### src/rtl/ptimer_pkg.sv
`timescale 1ns/1ps
package ptimer_pkg;
  localparam int ADDR_W   = 8;
  localparam int DATA_W   = 32;
  localparam int PERIOD_W = 28;

  localparam logic [ADDR_W-1:0] OFS_STEER = 8'h24;
  localparam logic [ADDR_W-1:0] OFS_CTRL  = 8'h34;
  localparam logic [ADDR_W-1:0] OFS_ACK   = 8'h38;

  localparam int BIT_CNT_EN  = 28;
  localparam int BIT_INT_EN  = 29;
  localparam int BIT_RESTART = 30;
  localparam int BIT_CLEAR   = 31;
endpackage

### src/rtl/ptimer_regs.sv
`timescale 1ns/1ps
module ptimer_regs
  import ptimer_pkg::*;
#(
  parameter int STEER_W = 3
) (
  input  logic                clk,
  input  logic                rst_n,
  input  logic                wr_en,
  input  logic [ADDR_W-1:0]   addr,
  input  logic [BIT_INT_EN:0] wdata,
  output logic [STEER_W-1:0]  steer_q,
  output logic [PERIOD_W-1:0] period_q,
  output logic                cnt_en_q,
  output logic                int_en_q
);
  logic [STEER_W-1:0]  steer_d;
  logic [PERIOD_W-1:0] period_d;
  logic                cnt_en_d;
  logic                int_en_d;
  logic                steer_we;
  logic                ctrl_we;

  assign steer_we = wr_en && (addr == OFS_STEER);
  assign ctrl_we  = wr_en && (addr == OFS_CTRL);

  always_comb begin
    steer_d  = steer_q;
    period_d = period_q;
    cnt_en_d = cnt_en_q;
    int_en_d = int_en_q;
    if (steer_we) begin
      steer_d = wdata[STEER_W-1:0];
    end
    if (ctrl_we) begin
      period_d = wdata[PERIOD_W-1:0];
      cnt_en_d = wdata[BIT_CNT_EN];
      int_en_d = wdata[BIT_INT_EN];
    end
  end

  always_ff @(posedge clk or negedge rst_n) begin
    if (!rst_n) begin
      steer_q  <= '0;
      period_q <= '0;
      cnt_en_q <= 1'b0;
      int_en_q <= 1'b0;
    end else begin
      steer_q  <= steer_d;
      period_q <= period_d;
      cnt_en_q <= cnt_en_d;
      int_en_q <= int_en_d;
    end
  end
endmodule

### src/rtl/ptimer_counter.sv
`timescale 1ns/1ps
module ptimer_counter
  import ptimer_pkg::*;
(
  input  logic                clk,
  input  logic                rst_n,
  input  logic                tick,
  input  logic                run,
  input  logic [PERIOD_W-1:0] period,
  input  logic                load,
  input  logic [PERIOD_W-1:0] load_val,
  input  logic                clr_req,
  input  logic                kill,
  output logic                pend_q
);
  logic [PERIOD_W-1:0] cnt_q;
  logic [PERIOD_W-1:0] cnt_d;
  logic                pend_d;
  logic                step;
  logic                expire;

  // A count step happens only on an enabled tick with a non-zero period,
  // and never in a cycle where software reloads the counter.
  assign step   = run && tick && (period != '0) && !load;
  assign expire = step && (cnt_q <= PERIOD_W'(1));

  always_comb begin
    cnt_d = cnt_q;
    if (load) begin
      cnt_d = load_val;
    end else if (expire) begin
      cnt_d = period;
    end else if (step) begin
      cnt_d = cnt_q - PERIOD_W'(1);
    end
  end

  always_comb begin
    pend_d = pend_q;
    if (kill) begin
      pend_d = 1'b0;
    end else if (expire) begin
      pend_d = 1'b1;
    end else if (clr_req) begin
      pend_d = 1'b0;
    end
  end

  always_ff @(posedge clk or negedge rst_n) begin
    if (!rst_n) begin
      cnt_q  <= '0;
      pend_q <= 1'b0;
    end else begin
      cnt_q  <= cnt_d;
      pend_q <= pend_d;
    end
  end
endmodule

### src/rtl/ptimer_steer.sv
`timescale 1ns/1ps
module ptimer_steer #(
  parameter int NCORES  = 4,
  parameter int SRC_W   = 12,
  parameter int SRC_BIT = 11,
  localparam int CORE_W  = $clog2(NCORES),
  localparam int STEER_W = CORE_W + 1
) (
  input  logic                    pend,
  input  logic [STEER_W-1:0]      steer,
  output logic [NCORES*SRC_W-1:0] irq_vec,
  output logic [NCORES*SRC_W-1:0] fiq_vec
);
  localparam logic [SRC_W-1:0] SRC_MASK = SRC_W'(1) << SRC_BIT;

  logic use_fiq;
  assign use_fiq = steer[CORE_W];

  for (genvar c = 0; c < NCORES; c++) begin : g_core
    logic hit;
    assign hit = pend && (steer[CORE_W-1:0] == CORE_W'(c));
    assign irq_vec[c*SRC_W +: SRC_W] = (hit && !use_fiq) ? SRC_MASK : '0;
    assign fiq_vec[c*SRC_W +: SRC_W] = (hit &&  use_fiq) ? SRC_MASK : '0;
  end
endmodule

### src/rtl/periodic_core_timer.sv
`timescale 1ns/1ps
module periodic_core_timer
  import ptimer_pkg::*;
#(
  parameter int NCORES  = 4,
  parameter int SRC_W   = 12,
  parameter int SRC_BIT = 11,
  localparam int CORE_W  = $clog2(NCORES),
  localparam int STEER_W = CORE_W + 1,
  localparam int OUT_W   = NCORES * SRC_W
) (
  input  logic              clk,
  input  logic              rst_n,
  input  logic              ref_tick,
  input  logic              bus_wr,
  input  logic [ADDR_W-1:0] bus_addr,
  input  logic [DATA_W-1:0] bus_wdata,
  output logic [DATA_W-1:0] bus_rdata,
  output logic [OUT_W-1:0]  irq_src,
  output logic [OUT_W-1:0]  fiq_src
);
  logic [STEER_W-1:0]  steer_w;
  logic [PERIOD_W-1:0] period_w;
  logic                cnt_en_w;
  logic                int_en_w;
  logic                pend_w;
  logic                ctrl_we;
  logic                ack_we;
  logic                ctrl_load;
  logic                ack_load;
  logic                cnt_load;
  logic [PERIOD_W-1:0] load_val;
  logic                clr_req;
  logic                kill;

  assign ctrl_we   = bus_wr && (bus_addr == OFS_CTRL);
  assign ack_we    = bus_wr && (bus_addr == OFS_ACK);
  assign ctrl_load = ctrl_we && bus_wdata[BIT_CNT_EN] && bus_wdata[BIT_INT_EN];
  assign ack_load  = ack_we && bus_wdata[BIT_RESTART];
  assign cnt_load  = ctrl_load || ack_load;
  assign load_val  = ctrl_load ? bus_wdata[PERIOD_W-1:0] : period_w;
  assign clr_req   = ack_we && bus_wdata[BIT_CLEAR];
  assign kill      = ctrl_we && !bus_wdata[BIT_INT_EN];

  ptimer_regs #(
    .STEER_W (STEER_W)
  ) u_regs (
    .clk      (clk),
    .rst_n    (rst_n),
    .wr_en    (bus_wr),
    .addr     (bus_addr),
    .wdata    (bus_wdata[BIT_INT_EN:0]),
    .steer_q  (steer_w),
    .period_q (period_w),
    .cnt_en_q (cnt_en_w),
    .int_en_q (int_en_w)
  );

  ptimer_counter u_cnt (
    .clk      (clk),
    .rst_n    (rst_n),
    .tick     (ref_tick),
    .run      (cnt_en_w && int_en_w),
    .period   (period_w),
    .load     (cnt_load),
    .load_val (load_val),
    .clr_req  (clr_req),
    .kill     (kill),
    .pend_q   (pend_w)
  );

  ptimer_steer #(
    .NCORES  (NCORES),
    .SRC_W   (SRC_W),
    .SRC_BIT (SRC_BIT)
  ) u_steer (
    .pend    (pend_w),
    .steer   (steer_w),
    .irq_vec (irq_src),
    .fiq_vec (fiq_src)
  );

  always_comb begin
    bus_rdata = '0;
    if (bus_addr == OFS_STEER) begin
      bus_rdata = DATA_W'(steer_w);
    end else if (bus_addr == OFS_CTRL) begin
      bus_rdata = {pend_w, 1'b0, int_en_w, cnt_en_w, period_w};
    end
  end
endmodule

### config.mk
export PLATFORM = sky130hd
export DESIGN_NAME = periodic_core_timer
export DESIGN_NICKNAME = d
export VERILOG_FILES = /design/src/rtl/ptimer_pkg.sv /design/src/rtl/ptimer_regs.sv /design/src/rtl/ptimer_counter.sv /design/src/rtl/ptimer_steer.sv /design/src/rtl/periodic_core_timer.sv
export SDC_FILE = /design/constraint.sdc
export NUM_CORES = 1
export LEC_CHECK = 0
export ABC_AREA = 1
export BUFFER_PORTS_ARGS = -buffer_cell sky130_fd_sc_hd__buf_2
export CORE_MARGIN = 4
export CORE_UTILIZATION = 48
export DETAILED_ROUTE_END_ITERATION = 16
export GPL_ROUTABILITY_DRIVEN = 1
export GPL_TIMING_DRIVEN = 0
export PLACE_DENSITY = 0.86
export SYNTH_ARGS = -nofsm -noshare
export SYNTH_HDL_FRONTEND = slang
export SYNTH_HIERARCHICAL = 1
export SYNTH_SLANG_ARGS = --single-unit
export TNS_END_PERCENT = 30
### constraint.sdc
create_clock -name clk -period 1.5 [get_ports clk]
set_input_delay 0 -clock clk [delete_from_list [all_inputs] [get_ports clk]]
set_output_delay 0 -clock clk [all_outputs]
set_load 0.02 [all_outputs]
==> impl_results.md, run 1 <==
* Status: complete, but fails checks
* Violated checks: setup timing
* TritonCTS buffer count at 9
* Post-DR wirelength/cell at about 17 um
* Initial Util at 0.497
* CTS H-tree depth at 3
* Finished Layout Cells at 1358
* 1st-pass router iterations at 11
* Power density cells at 679 mW/mm2
* PnR Total Power at roughly 0.0057 W
* EDFF count, synth at 0
* Vias per inst at about 5.3
* Crit path kind: reg -> reg
* Final WL at ~23000 um
* Layout cells sized above 1 at 0.332
* Main area contributors after synthesis: dfrtp_1, nand2_1, buf_4, nand3_1, nor2_1
* Hold Vio Cnt, Final at 0
* Initial antenna violation count at 0
* Cell mode on critical path: nand2_1
* Root buffer cell: clkbuf_16
* Core box area at about 0.012 mm2
* Filler cells at between 800 and 900
* CP max stage cell: dfrtp_2
* Die Wd at 118 um
* Worst Clk Skew at slightly above 0.007 ns
* Syn Inst Count at 922
* Count leader, synth: nand2_1
* Leakage at approximately 4.8 nW
* Post-synthesis cell area at a little under 0.006 mm2
* Ports at 172
* Slew headroom at 0.442
* Clock sink total at 62
* Top FF cell, synth: dfrtp_1
* Largest net degree at the start of global routing at between 60 and 70
* Reg clk slew, reported paths at 0.06 ns
* Max-Cap Viols at 0
* Area Overhead vs Synth at 44.5%
* Synth top cells by count: nand2_1, nor2_1, nand3_1
* Least-Margin Pin Slew at between 0.8 and 0.9 ns
* Arrival @ worst endpoint at between 2 and 2.5 ns
* CP Cell Sequence: nor2_1, nand2_1, nor2_1, nand2_1, nor2_4, nor2_4, inv_2, nand2_4, inv_6, buf_8, nand2_1, nand2_1, inv_1, nand2_1
* Clock latency on the worst-skew pair at between 0.3 and 0.4 ns
* DRC Markers at 0
* Min-delay worst type: in -> reg
* GRT overflow at 0
* Cells on worst reg2reg path at 14
* Worst Path Buf+Inv at 4
* Synth cell types at 32
* Peak VDD IR at just over 400 uV
* Final Slew Violations at 0
* Period utilisation layout at 1.34
* Die Ht at about 120 um
* Minimum clock period at 2.01 ns
* Avg Cell Area, Syn at roughly 6.3 um2
* CP endpoint kind: flip-flop
* Post-Place Cells at ~1200
* First-pass GRT wire length at between 30000 and 40000 um
* IO buf count at between 80 and 90
* DR iter-0 viols at between 1000 and 1500
* Yosys warning count at 6
* Routed Antenna Nets at 0
* Die footprint at 0.0139 mm2
* Ys async rst share at 1.00
* F_max at 499 MHz
* Placer congestion estimate at approximately 0.96
* CP max stage delay at about 0.42 ns
* Post-DP HPWL at around 13000 um
* Worst hold margin at 0.0282 ns
* Yosys reg bits at between 60 and 70
* CTS tree: yes
* Fin nets at approximately 1300
* Crit-path leading delay family: simple AND/OR/NAND/NOR gates
* Total GRT Usage at 0.299
* Diode count at 0
* Via count at around 7300
* Vias in the first global route at around 6800
* Post-synth top area cell: dfrtp_1
* Max FO, Critical Path at 7
* Top cell type's share of synthesized area at 0.269
* Final WS setup at -0.506 ns
* CTS max path bufs at 2
* RSZ-0062 raised after global routing: yes
* Sequential element share of the synthesized area at 0.269
* Hold Path Stages at 4
* # setup viols final at 29
* Required time of the critical path at about 1.8 ns
* Crit. path cell count at 14
* Rows at 39
* Worst setup SP type: flip-flop
## registers in the layout, summed over array words and instances (netlist names)
signal and flops:
u_regs/cnt_en_q 1, u_regs/int_en_q 1, u_regs/period_q 28, u_cnt/pend_q 1
u_cnt/cnt_q 28, u_regs/steer_q 3
## through the flow
| step | TNS [ns] | cell area (um2) | setup WS (ns) | util |
|---|---|---|---|---|
| 4_1_cts | -7.46 | 8100 | -0.352 | 0.697 |
| 5_1_grt | -12.68 | 8350 | -0.533 | 0.719 |
| 6_report | -10.89 | 8350 | -0.506 | 0.719 |
| 3_3_place_gp | -17.22 | 6730 | -0.694 | 0.580 |
| 2_1_floorplan | -2.18 | 6140 | -0.0917 | - |
| 3_5_place_dp | -17.81 | 6730 | -0.724 | 0.580 |
## routing by layer
| layer | global-route usage | vias to the layer above | wire length, um |
|---|---|---|---|
| li1 | - | 3229 | - |
| met1 | 0.356 | 3189 | 7610 |
| met2 | 0.497 | 658 | 10300 |
| met3 | 0.0706 | 176 | 3050 |
| met4 | 0.165 | 0 | 1630 |
| met5 | 0 | - | 0 |
## placed cells by master, fill, tap and decap left out, types with 5 or more instances in the layout
cell,count
nand3_2,7
dlygate4sd3_1,31
nand3_1,111
nor2_1,103
o21ai_1,5
clkbuf_16,11
buf_4,160
nand2_1,269
inv_2,9
nand2_4,8
nor2_2,10
nand4_1,5
o21ai_0,13
inv_1,101
dfrtp_1,44
dfrtp_2,18
buf_2,96
buf_6,12
xor2_1,22
nand2_2,18
o211ai_1,7
conb_1,89
nor2_4,23
## what timing repair did
item	CTS	global route
pin swaps	34	24
setup buffers	57	15
hold buffers	31	0
endpoints found under the hold margin	96	0
setup endpoints to repair	29	29
resized for setup	81	29
cloned	3	2
## cell families (layout without fill, tap and decap cells)
group,after synthesis,count (layout),share of synthesized area
AND/OR/NAND/NOR,569,569,0.434
buffers and inverters,232,438,0.226
flip-flops,62,62,0.269
AO/OA/AOI/OAI,32,32,0.0312
XOR/XNOR,23,23,0.0349
adder cells (fa/ha/maj),2,2,0.00433
other,2,89,0.00130
## tightest hold or removal path: stages
cell	delay (ns)
buf_2	0.11
nor2_1	0.08
nand3_1	0.09
nand2_1	0.05
## worst paths after layout
kind | start | end | slack, ns
worst max register to register | u_regs/period_q[3]$_DFFE_PN0P_ | u_cnt/cnt_q[11]$_DFFE_PN0P_ | -0.51
worst min register to register | u_regs/cnt_en_q$_DFFE_PN0P_ | u_regs/cnt_en_q$_DFFE_PN0P_ | 0.55
worst max-delay path | u_regs/period_q[3]$_DFFE_PN0P_ | u_cnt/cnt_q[11]$_DFFE_PN0P_ | -0.51
min in group asynchronous | rst_n | u_cnt/cnt_q[16]$_DFFE_PN0P_ | 0.30
worst min-delay path | bus_addr[4] | u_regs/steer_q[0]$_DFFE_PN0P_ | 0.03
max in group asynchronous | rst_n | u_cnt/cnt_q[7]$_DFFE_PN0P_ | 0.59
## where the power goes
| group | internal (W) | switching [W] |
|---|---|---|
| Combinational | 0.000528 | 0.000794 |
| Sequential | 0.00176 | 0.000100 |
| Clock | 0.00167 | 0.000818 |
## final cells by class
class	count	area, um2	area share
clock inverters	6	109	0.0130
plain buffers	120	926	0.111
repair buffers	190	1380	0.165
flip-flops and latches	62	1570	0.189
multi-input cells	715	3510	0.421
clock buffers	10	239	0.0286
inverters	112	429	0.0514
well taps	143	179	0.0214
No activity file was read; power rests on OpenSTA's default activity.
==> inputs of run 2 (changes only) <==
--- a/config.mk
+++ b/config.mk
@@ -7,12 +7,14 @@
 export LEC_CHECK = 0
 export ABC_AREA = 1
 export BUFFER_PORTS_ARGS = -buffer_cell sky130_fd_sc_hd__buf_2
+export CELL_PAD_IN_SITES_DETAIL_PLACEMENT = 1
+export CELL_PAD_IN_SITES_GLOBAL_PLACEMENT = 1
 export CORE_MARGIN = 4
-export CORE_UTILIZATION = 48
+export CORE_UTILIZATION = 33
 export DETAILED_ROUTE_END_ITERATION = 16
 export GPL_ROUTABILITY_DRIVEN = 1
 export GPL_TIMING_DRIVEN = 0
-export PLACE_DENSITY = 0.86
+export PLACE_DENSITY = 0.87
 export SYNTH_ARGS = -nofsm -noshare
 export SYNTH_HDL_FRONTEND = slang
 export SYNTH_HIERARCHICAL = 1
==> run 2 against run 1 <==
Effect of this change:
- the flow still finishes with violations (setup timing)
- critical endpoint is now u_cnt/cnt_q[9]$_DFFE_PN0P_
- die area up 42%
- worst setup slack worse by 0.12 ns
- via count grew 3.5%
- global-route usage decreased by 5.2 points
==> impl_results.md, run 2 (synthesis results as in run 1) <==
* Power density cells at 655 mW/mm2 (-3.4%)
* Post-DR wirelength/cell at 20.1 um (+20%)
* # setup viols final at 29 (unchanged)
* Period utilisation layout at 1.42 (+0.0780)
* Leakage at 4.69 nW (-1.6%)
* CTS H-tree depth at 3 (unchanged)
* Hold Vio Cnt, Final at 0 (unchanged)
* 1st-pass router iterations at 6 (-5)
* Status: complete, but fails checks
* Vias per inst at 5.25 (-1.8%)
* Violated checks: setup timing
* Area Overhead vs Synth at 45.0%
* DR iter-0 viols at 755 (-36%)
* Ports at 172 (unchanged)
* Largest regs: u_cnt/cnt_q: 28 flops, u_regs/period_q: 28 flops, u_regs/steer_q: 3 flops
* CTS max path bufs at 2 (unchanged)
* Peak VDD IR at 393 uV (-5.3%)
* CTS tree: yes
* Clock latency on the worst-skew pair at 0.35 ns (about the same)
* Max FO, Critical Path at 7 (unchanged)
* Worst hold margin at 0.0319 ns (+0.00370 ns)
* CP endpoint kind: flip-flop
* Core box area at 0.0172 mm2 (+48%)
* Rows at 48 (+23%)
* Worst Clk Skew at 0.0114 ns (+0.00415 ns)
* Diode count at 0 (unchanged)
* Reg clk slew, reported paths at 0.06 ns (about the same)
* Initial antenna violation count at 0 (unchanged)
* Setup_tns at -13.80 ns (-2.91 ns)
* Total GRT Usage at 0.247 (-0.0518)
* DRC Markers at 0 (unchanged)
* Die Ht at 140 um (+19%)
* Slew headroom at 0.421 (-0.0210)
* TritonCTS buffer count at 9 (unchanged)
* Via count at 7508 (+3.5%)
* Routed Antenna Nets at 0 (unchanged)
* Root buffer cell: clkbuf_16
* F_max at 471 MHz (-5.5%)
* GRT overflow at 0 (unchanged)
* Filler cells at 2246 (+180%)
* Max-Cap Viols at 0 (unchanged)
* RSZ-0062 raised after global routing: yes
* Min-delay worst type: in -> reg
* Required time of the critical path at 1.71 ns (-0.06 ns)
* Post-DP HPWL at 16100 um (+21%)
* Placed cell areas at 0.00684 mm2 (+1.5%)
* Die Wd at 140 um (+19%)
* Commonest non-fill, non-tap cell in the layout: nand2_1
* Largest net degree at the start of global routing at 63 (unchanged)
* Vias in the first global route at 7379 (+7.8%)
* Minimum clock period at 2.12 ns (+0.117 ns)
* Clock sink total at 62 (unchanged)
* Arrival @ worst endpoint at 2.33 ns (+0.06 ns)
* Final Instance Area at 0.00838 mm2 (+0.31%)
* Placer congestion estimate at 0.914 (-4.5%)
* IO buf count at 82 (unchanged)
* Fin nets at 1247 (-0.72%)
* Final Slew Violations at 0 (unchanged)
* Worst setup SP type: flip-flop
* Commonest non-fill, non-tap cells in the layout: nand2_1, buf_4, nand3_1
* Initial Util at 0.335 (-0.162)
* Crit path kind: reg -> reg
* Final WS setup at -0.623 ns (-0.117 ns)
* Final WL at 28700 um (+27%)
* Die footprint at 0.0197 mm2 (+42%)
* Least-Margin Pin Slew at 0.868 ns (+0.0315 ns)
* First-pass GRT wire length at 39000 um (+14%)
* Layout cells sized above 1 at 0.342 (+0.0108)
[run 2: cell types whose count changed in the layout (fill, tap and decap cells not counted), moves of 3 or more]
| cell | delta |
|---|---|
| buf_4 | -6 |
| clkinvlp_4 | +4 |
| dfrtp_1 | -7 |
| dfrtp_2 | +7 |
| nand2_1 | -5 |
| nand2_2 | +5 |
| nor2_1 | -6 |
| nor2_2 | +3 |
| nor2_4 | +3 |
[run 2: path summary, 6_finish.rpt]
check | startpoint | to | slack (ns) | cells past startpoint
min reg2reg | u_regs/cnt_en_q$_DFFE_PN0P_ | u_regs/cnt_en_q$_DFFE_PN0P_ | 0.53 | 2
max in group asynchronous | rst_n | u_regs/period_q[27]$_DFFE_PN0P_ | 0.56 | 2
min in group asynchronous | rst_n | u_regs/period_q[22]$_DFFE_PN0P_ | 0.30 | 2
max reg2reg | u_cnt/cnt_q[8]$_DFFE_PN0P_ | u_cnt/cnt_q[9]$_DFFE_PN0P_ | -0.62 | 9
max | u_cnt/cnt_q[8]$_DFFE_PN0P_ | u_cnt/cnt_q[9]$_DFFE_PN0P_ | -0.62 | 9
min | bus_addr[4] | u_regs/steer_q[0]$_DFFE_PN0P_ | 0.03 | 4
[run 2: area by class of cell]
| type | count | area (um2) | share of cell area |
|---|---|---|---|
| plain buffers | 120 | 926 | 0.111 |
| clock buffers | 11 | 253 | 0.0302 |
| clock inverters | 5 | 57.6 | 0.00687 |
| inverters | 112 | 430 | 0.0514 |
| multi-input cells | 715 | 3560 | 0.425 |
| flip-flops and latches | 62 | 1580 | 0.189 |
| well taps | 225 | 282 | 0.0336 |
| repair buffers | 181 | 1290 | 0.154 |
[run 2: repair_timing]
action,CTS,global route
gates resized for setup,57,71
endpoints found under the setup margin,29,29
pin swaps,19,33
buffers inserted,40,26
cloned,0,2
endpoints found under the hold margin,96,0
hold buffers,31,0
[run 2: routing by layer]
metal,vias up,global-route usage,share of wire
met2,536,0.424,0.48
met1,3582,0.298,0.36
li1,3217,-,-
met5,-,0,0
met3,173,0.0475,0.092
met4,0,0.115,0.070
[run 2: through the flow]
stage	worst slack [ns]	util	instances	total power, W
after floorplan	-0.0917	-	1009	0.00265
after global placement	-0.832	0.396	1316	0.00289
after detailed placement	-0.898	0.397	1316	0.00292
after CTS	-0.386	0.460	1403	0.00527
after global routing	-0.743	0.486	1431	0.00566
final	-0.623	0.486	1431	0.00549
[run 2: worst max-delay path, cell delays in order, from the launching register on]
cell        delay, ns
dfrtp_1          0.47
nor2_4           0.18
nand2_2          0.12
nor2_4           0.15
nand2_1          0.07
nand3b_1         0.19
nand2_4          0.11
clkinvlp_4       0.23
o211ai_1         0.33
nand2_1          0.14
[run 2: power by group]
part	total (W)	switching [W]	internal (W)
Sequential	0.00188	0.000122	0.00176
Clock	0.00222	0.000846	0.00137
Combinational	0.00139	0.000857	0.000530
Total	0.00549	0.00182	0.00366
==> inputs of run 3 (changes only) <==
--- a/config.mk
+++ b/config.mk
@@ -5,16 +5,14 @@
 export SDC_FILE = /design/constraint.sdc
 export NUM_CORES = 1
 export LEC_CHECK = 0
-export ABC_AREA = 1
+export ABC_AREA = 0
 export BUFFER_PORTS_ARGS = -buffer_cell sky130_fd_sc_hd__buf_2
-export CELL_PAD_IN_SITES_DETAIL_PLACEMENT = 1
-export CELL_PAD_IN_SITES_GLOBAL_PLACEMENT = 1
 export CORE_MARGIN = 4
-export CORE_UTILIZATION = 33
+export CORE_UTILIZATION = 47
 export DETAILED_ROUTE_END_ITERATION = 16
 export GPL_ROUTABILITY_DRIVEN = 1
 export GPL_TIMING_DRIVEN = 0
-export PLACE_DENSITY = 0.87
+export PLACE_DENSITY = 0.86
 export SYNTH_ARGS = -nofsm -noshare
 export SYNTH_HDL_FRONTEND = slang
 export SYNTH_HIERARCHICAL = 1
==> run 3 against run 2 <==
Effect of this change:
- via count fell by 33%
- critical path depth decreased by 3
- largest cell class unchanged
- sequential power grew 4%
- wire length decreased by 43%
- first-iteration DRC count fell by 28%
- count of clock-buffer cells in the layout is 2 higher
- the flow still finishes with violations (setup timing)
- clock skew barely moved
- sequential share of layout area increased by 2.4 points
- fmax down 6.1%
- cell area fell by 12%
- worst setup slack got worse by 0.14 ns
- clock power fell by 21%
==> impl_results.md, run 3 <==
* Largest regs: u_cnt/cnt_q: 28 flops, u_regs/period_q: 28 flops, u_regs/steer_q: 3 flops
* GRT overflow at 0 (unchanged)
* Routed Antenna Nets at 0 (unchanged)
* Via count at 5031 (-33%)
* Syn Inst Count at 545 (-41%)
* Diode count at 0 (unchanged)
* Setup_tns at -17.74 ns (-3.94 ns)
* Peak VDD IR at 557 uV (+42%)
* Slew headroom at 0.465 (+0.0442)
* Post-DR wirelength/cell at 17.7 um (-12%)
* CTS tree: yes
* Avg Cell Area, Syn at 9.67 um2 (+54%)
* CTS max path bufs at 2 (unchanged)
* Final Instance Area at 0.00733 mm2 (-12%)
* Minimum clock period at 2.26 ns (+0.139 ns)
* Total GRT Usage at 0.232 (-0.0151)
* 1st-pass router iterations at 5 (-1)
* Leakage at 4.03 nW (-14%)
* Placed cell areas at 0.00620 mm2 (-9.2%)
* Required time of the critical path at 1.70 ns (about the same)
* Commonest non-fill, non-tap cell in the layout: buf_4
* F_max at 442 MHz (-6.1%)
* Fin nets at 830 (-33%)
* Hold Vio Cnt, Final at 0 (unchanged)
* Initial antenna violation count at 0 (unchanged)
* Top FF cell, synth: dfrtp_1
* Reg-to-Reg Start: u_cnt/cnt_q[13]$_DFFE_PN0P_
* Vias in the first global route at 4625 (-37%)
* First-pass GRT wire length at 24300 um (-38%)
* Synth top cells by count: buf_4, dfrtp_1, mux2_4
* Top cell type's share of synthesized area at 0.295 (+0.0260)
* Post-synth top area cell: dfrtp_1
* Ys async rst share at 1.00 (unchanged)
* Sequential element share of the synthesized area at 0.295 (+0.0260)
* Max-Cap Viols at 0 (unchanged)
* Largest net degree at the start of global routing at 63 (unchanged)
* Die Wd at 114 um (-19%)
* Max FO, Critical Path at 6 (-1)
* Placer congestion estimate at 0.948 (+3.7%)
* Yosys warning count at 6 (unchanged)
* Period utilisation layout at 1.51 (+0.0927)
* Core box area at 0.0109 mm2 (-37%)
* Arrival @ worst endpoint at 2.46 ns (+0.13 ns)
* Violated checks: setup timing
* Final WL at 16400 um (-43%)
* Initial Util at 0.484 (+0.149)
* Power density cells at 933 mW/mm2 (+42%)
* Worst Clk Skew at 0.0117 ns (+0.000288 ns)
* Commonest non-fill, non-tap cells in the layout: buf_4, conb_1, buf_2
* Area Overhead vs Synth at 39.2%
* Min-delay worst type: in -> reg
* # setup viols final at 29 (unchanged)
* Die Ht at 114 um (-19%)
* Status: complete, but fails checks
* TritonCTS buffer count at 9 (unchanged)
* Worst setup SP type: flip-flop
* Main area contributors after synthesis: dfrtp_1, mux2_4, buf_4, a21oi_1, and3_1
* DR iter-0 viols at 542 (-28%)
* Root buffer cell: clkbuf_8
* CP endpoint kind: flip-flop
* CP endpoint: u_cnt/cnt_q[17]$_DFFE_PN0P_
* Post-synthesis cell area at 0.00527 mm2 (-8.8%)
* Finished Layout Cells at 929 (-35%)
* RSZ-0062 raised after global routing: yes
* Layout cells sized above 1 at 0.463 (+0.120)
* Reg clk slew, reported paths at 0.07 ns (about the same)
* Fin util at 0.674 (+0.188)
* Crit. Startpoint: u_cnt/cnt_q[13]$_DFFE_PN0P_
* Count leader, synth: buf_4
* R2R Path End: u_cnt/cnt_q[17]$_DFFE_PN0P_
* DRC Markers at 0 (unchanged)
* Clock latency on the worst-skew pair at 0.34 ns (about the same)
* EDFF count, synth at 0 (unchanged)
* Clock sink total at 62 (unchanged)
* Post-DP HPWL at 10600 um (-34%)
* Post-Place Cells at 854 (-35%)
* Filler cells at 799 (-64%)
* Reg-to-reg slack, setup at -0.76 ns (-0.14 ns)
* Cells on worst reg2reg path at 6 (-3)
* Final Slew Violations at 0 (unchanged)
* Final WS setup at -0.762 ns (-0.139 ns)
* Rows at 38 (-21%)
* Yosys reg bits at 62 (unchanged)
* Synth cell types at 58 (+81%)
* CTS H-tree depth at 3 (unchanged)
* Least-Margin Pin Slew at 0.802 ns (-0.0662 ns)
* Vias per inst at 5.42 (+3.2%)
* IO buf count at 82 (unchanged)
* Crit path kind: reg -> reg
* Ports at 172 (unchanged)
* Die footprint at 0.0130 mm2 (-34%)
-- run 3: changes by cell type in the layout (fill, tap and decap cells not counted), moves of 26 or more --
cell,delta
nor2_1,-77
nand3_1,-106
and3_1,+27
a21oi_1,+42
nand2_1,-234
mux2_4,+50
inv_1,-99
nor2_4,-26
buf_4,-37
-- run 3: area by class of cell --
| cell class | instances | area [um2] | share of cell area |
|---|---|---|---|
| Clock inverter | 3 | 65.1 | 0.00887 |
| Multi-Input combinational cell | 450 | 3440 | 0.469 |
| Clock buffer | 13 | 169 | 0.0230 |
| Timing Repair Buffer | 142 | 1010 | 0.137 |
| Buffer | 117 | 908 | 0.124 |
| Tap cell | 140 | 175 | 0.0239 |
| Inverter | 2 | 7.51 | 0.00102 |
| Sequential cell | 62 | 1560 | 0.213 |
-- run 3: routing by layer --
metal,vias up,GRT usage,routed length (um)
met4,0,0.0831,563
li1,2277,-,-
met1,2342,0.301,6290
met2,353,0.375,7720
met5,-,0,0
met3,59,0.0599,1830
-- run 3: worst max-delay path, stage by stage, from the launching register on --
cell and delay [ns]:
dfrtp_1 0.43, nor4_4 0.49, and2_1 0.34, nand3_4 0.15, or4_1 0.53, o311ai_1 0.11
a31oi_1 0.07
-- run 3: power by group --
group          internal [W]  leakage (nW)  switching [W]
sequential          0.00177         0.841       0.000185
combinational       0.00151          3.06        0.00162
clock               0.00107         0.120       0.000683
-- run 3: through the flow --
stage,hold slack [ns],power (W),setup slack (ns)
floorplan,-0.296,0.00357,-0.493
global placement,0.244,0.00401,-1.08
detailed placement,0.250,0.00403,-1.13
CTS,0.0307,0.00638,-0.597
global route,0.159,0.00711,-0.755
finish,0.115,0.00684,-0.762
-- run 3: worst min-delay path by stage --
stage | startpoint | endpoint | slack [ns] | cells past startpoint
3_5_place_dp | bus_wdata[3] | u_regs/period_q[3]$_DFFE_PN0P_ | 0.25 | 2
5_1_grt | bus_wr | u_cnt/pend_q$_DFFE_PN0P_ | 0.16 | 4
2_1_floorplan | rst_n | u_cnt/cnt_q[0]$_DFFE_PN0P_ | -0.30 | 0
6_report | bus_wr | u_cnt/pend_q$_DFFE_PN0P_ | 0.11 | 4
4_1_cts | rst_n | u_regs/cnt_en_q$_DFFE_PN0P_ | 0.03 | 1
3_3_place_gp | bus_wdata[3] | u_regs/period_q[3]$_DFFE_PN0P_ | 0.24 | 2
-- run 3: kinds of logic after synthesis --
logic type                 after synthesis  share of synthesized area
xor gates and xnor gates                21                     0.0349
AOI/OAI and AO/OA                       86                      0.105
and+or+nand+nor                        188                      0.226
DFF                                     62                      0.295
buffers and inverters                  120                      0.162
muxes                                   64                      0.172
other                                    2                    0.00143
adders and majority gates                2                    0.00475
-- run 3: timing repair --
action	CTS	global route
setup buffers	19	6
endpoints found under the setup margin	45	38
pin swaps	11	8
hold buffers	30	1
gates cloned	3	1
hold endpoints to repair	34	62
resized for setup	59	26
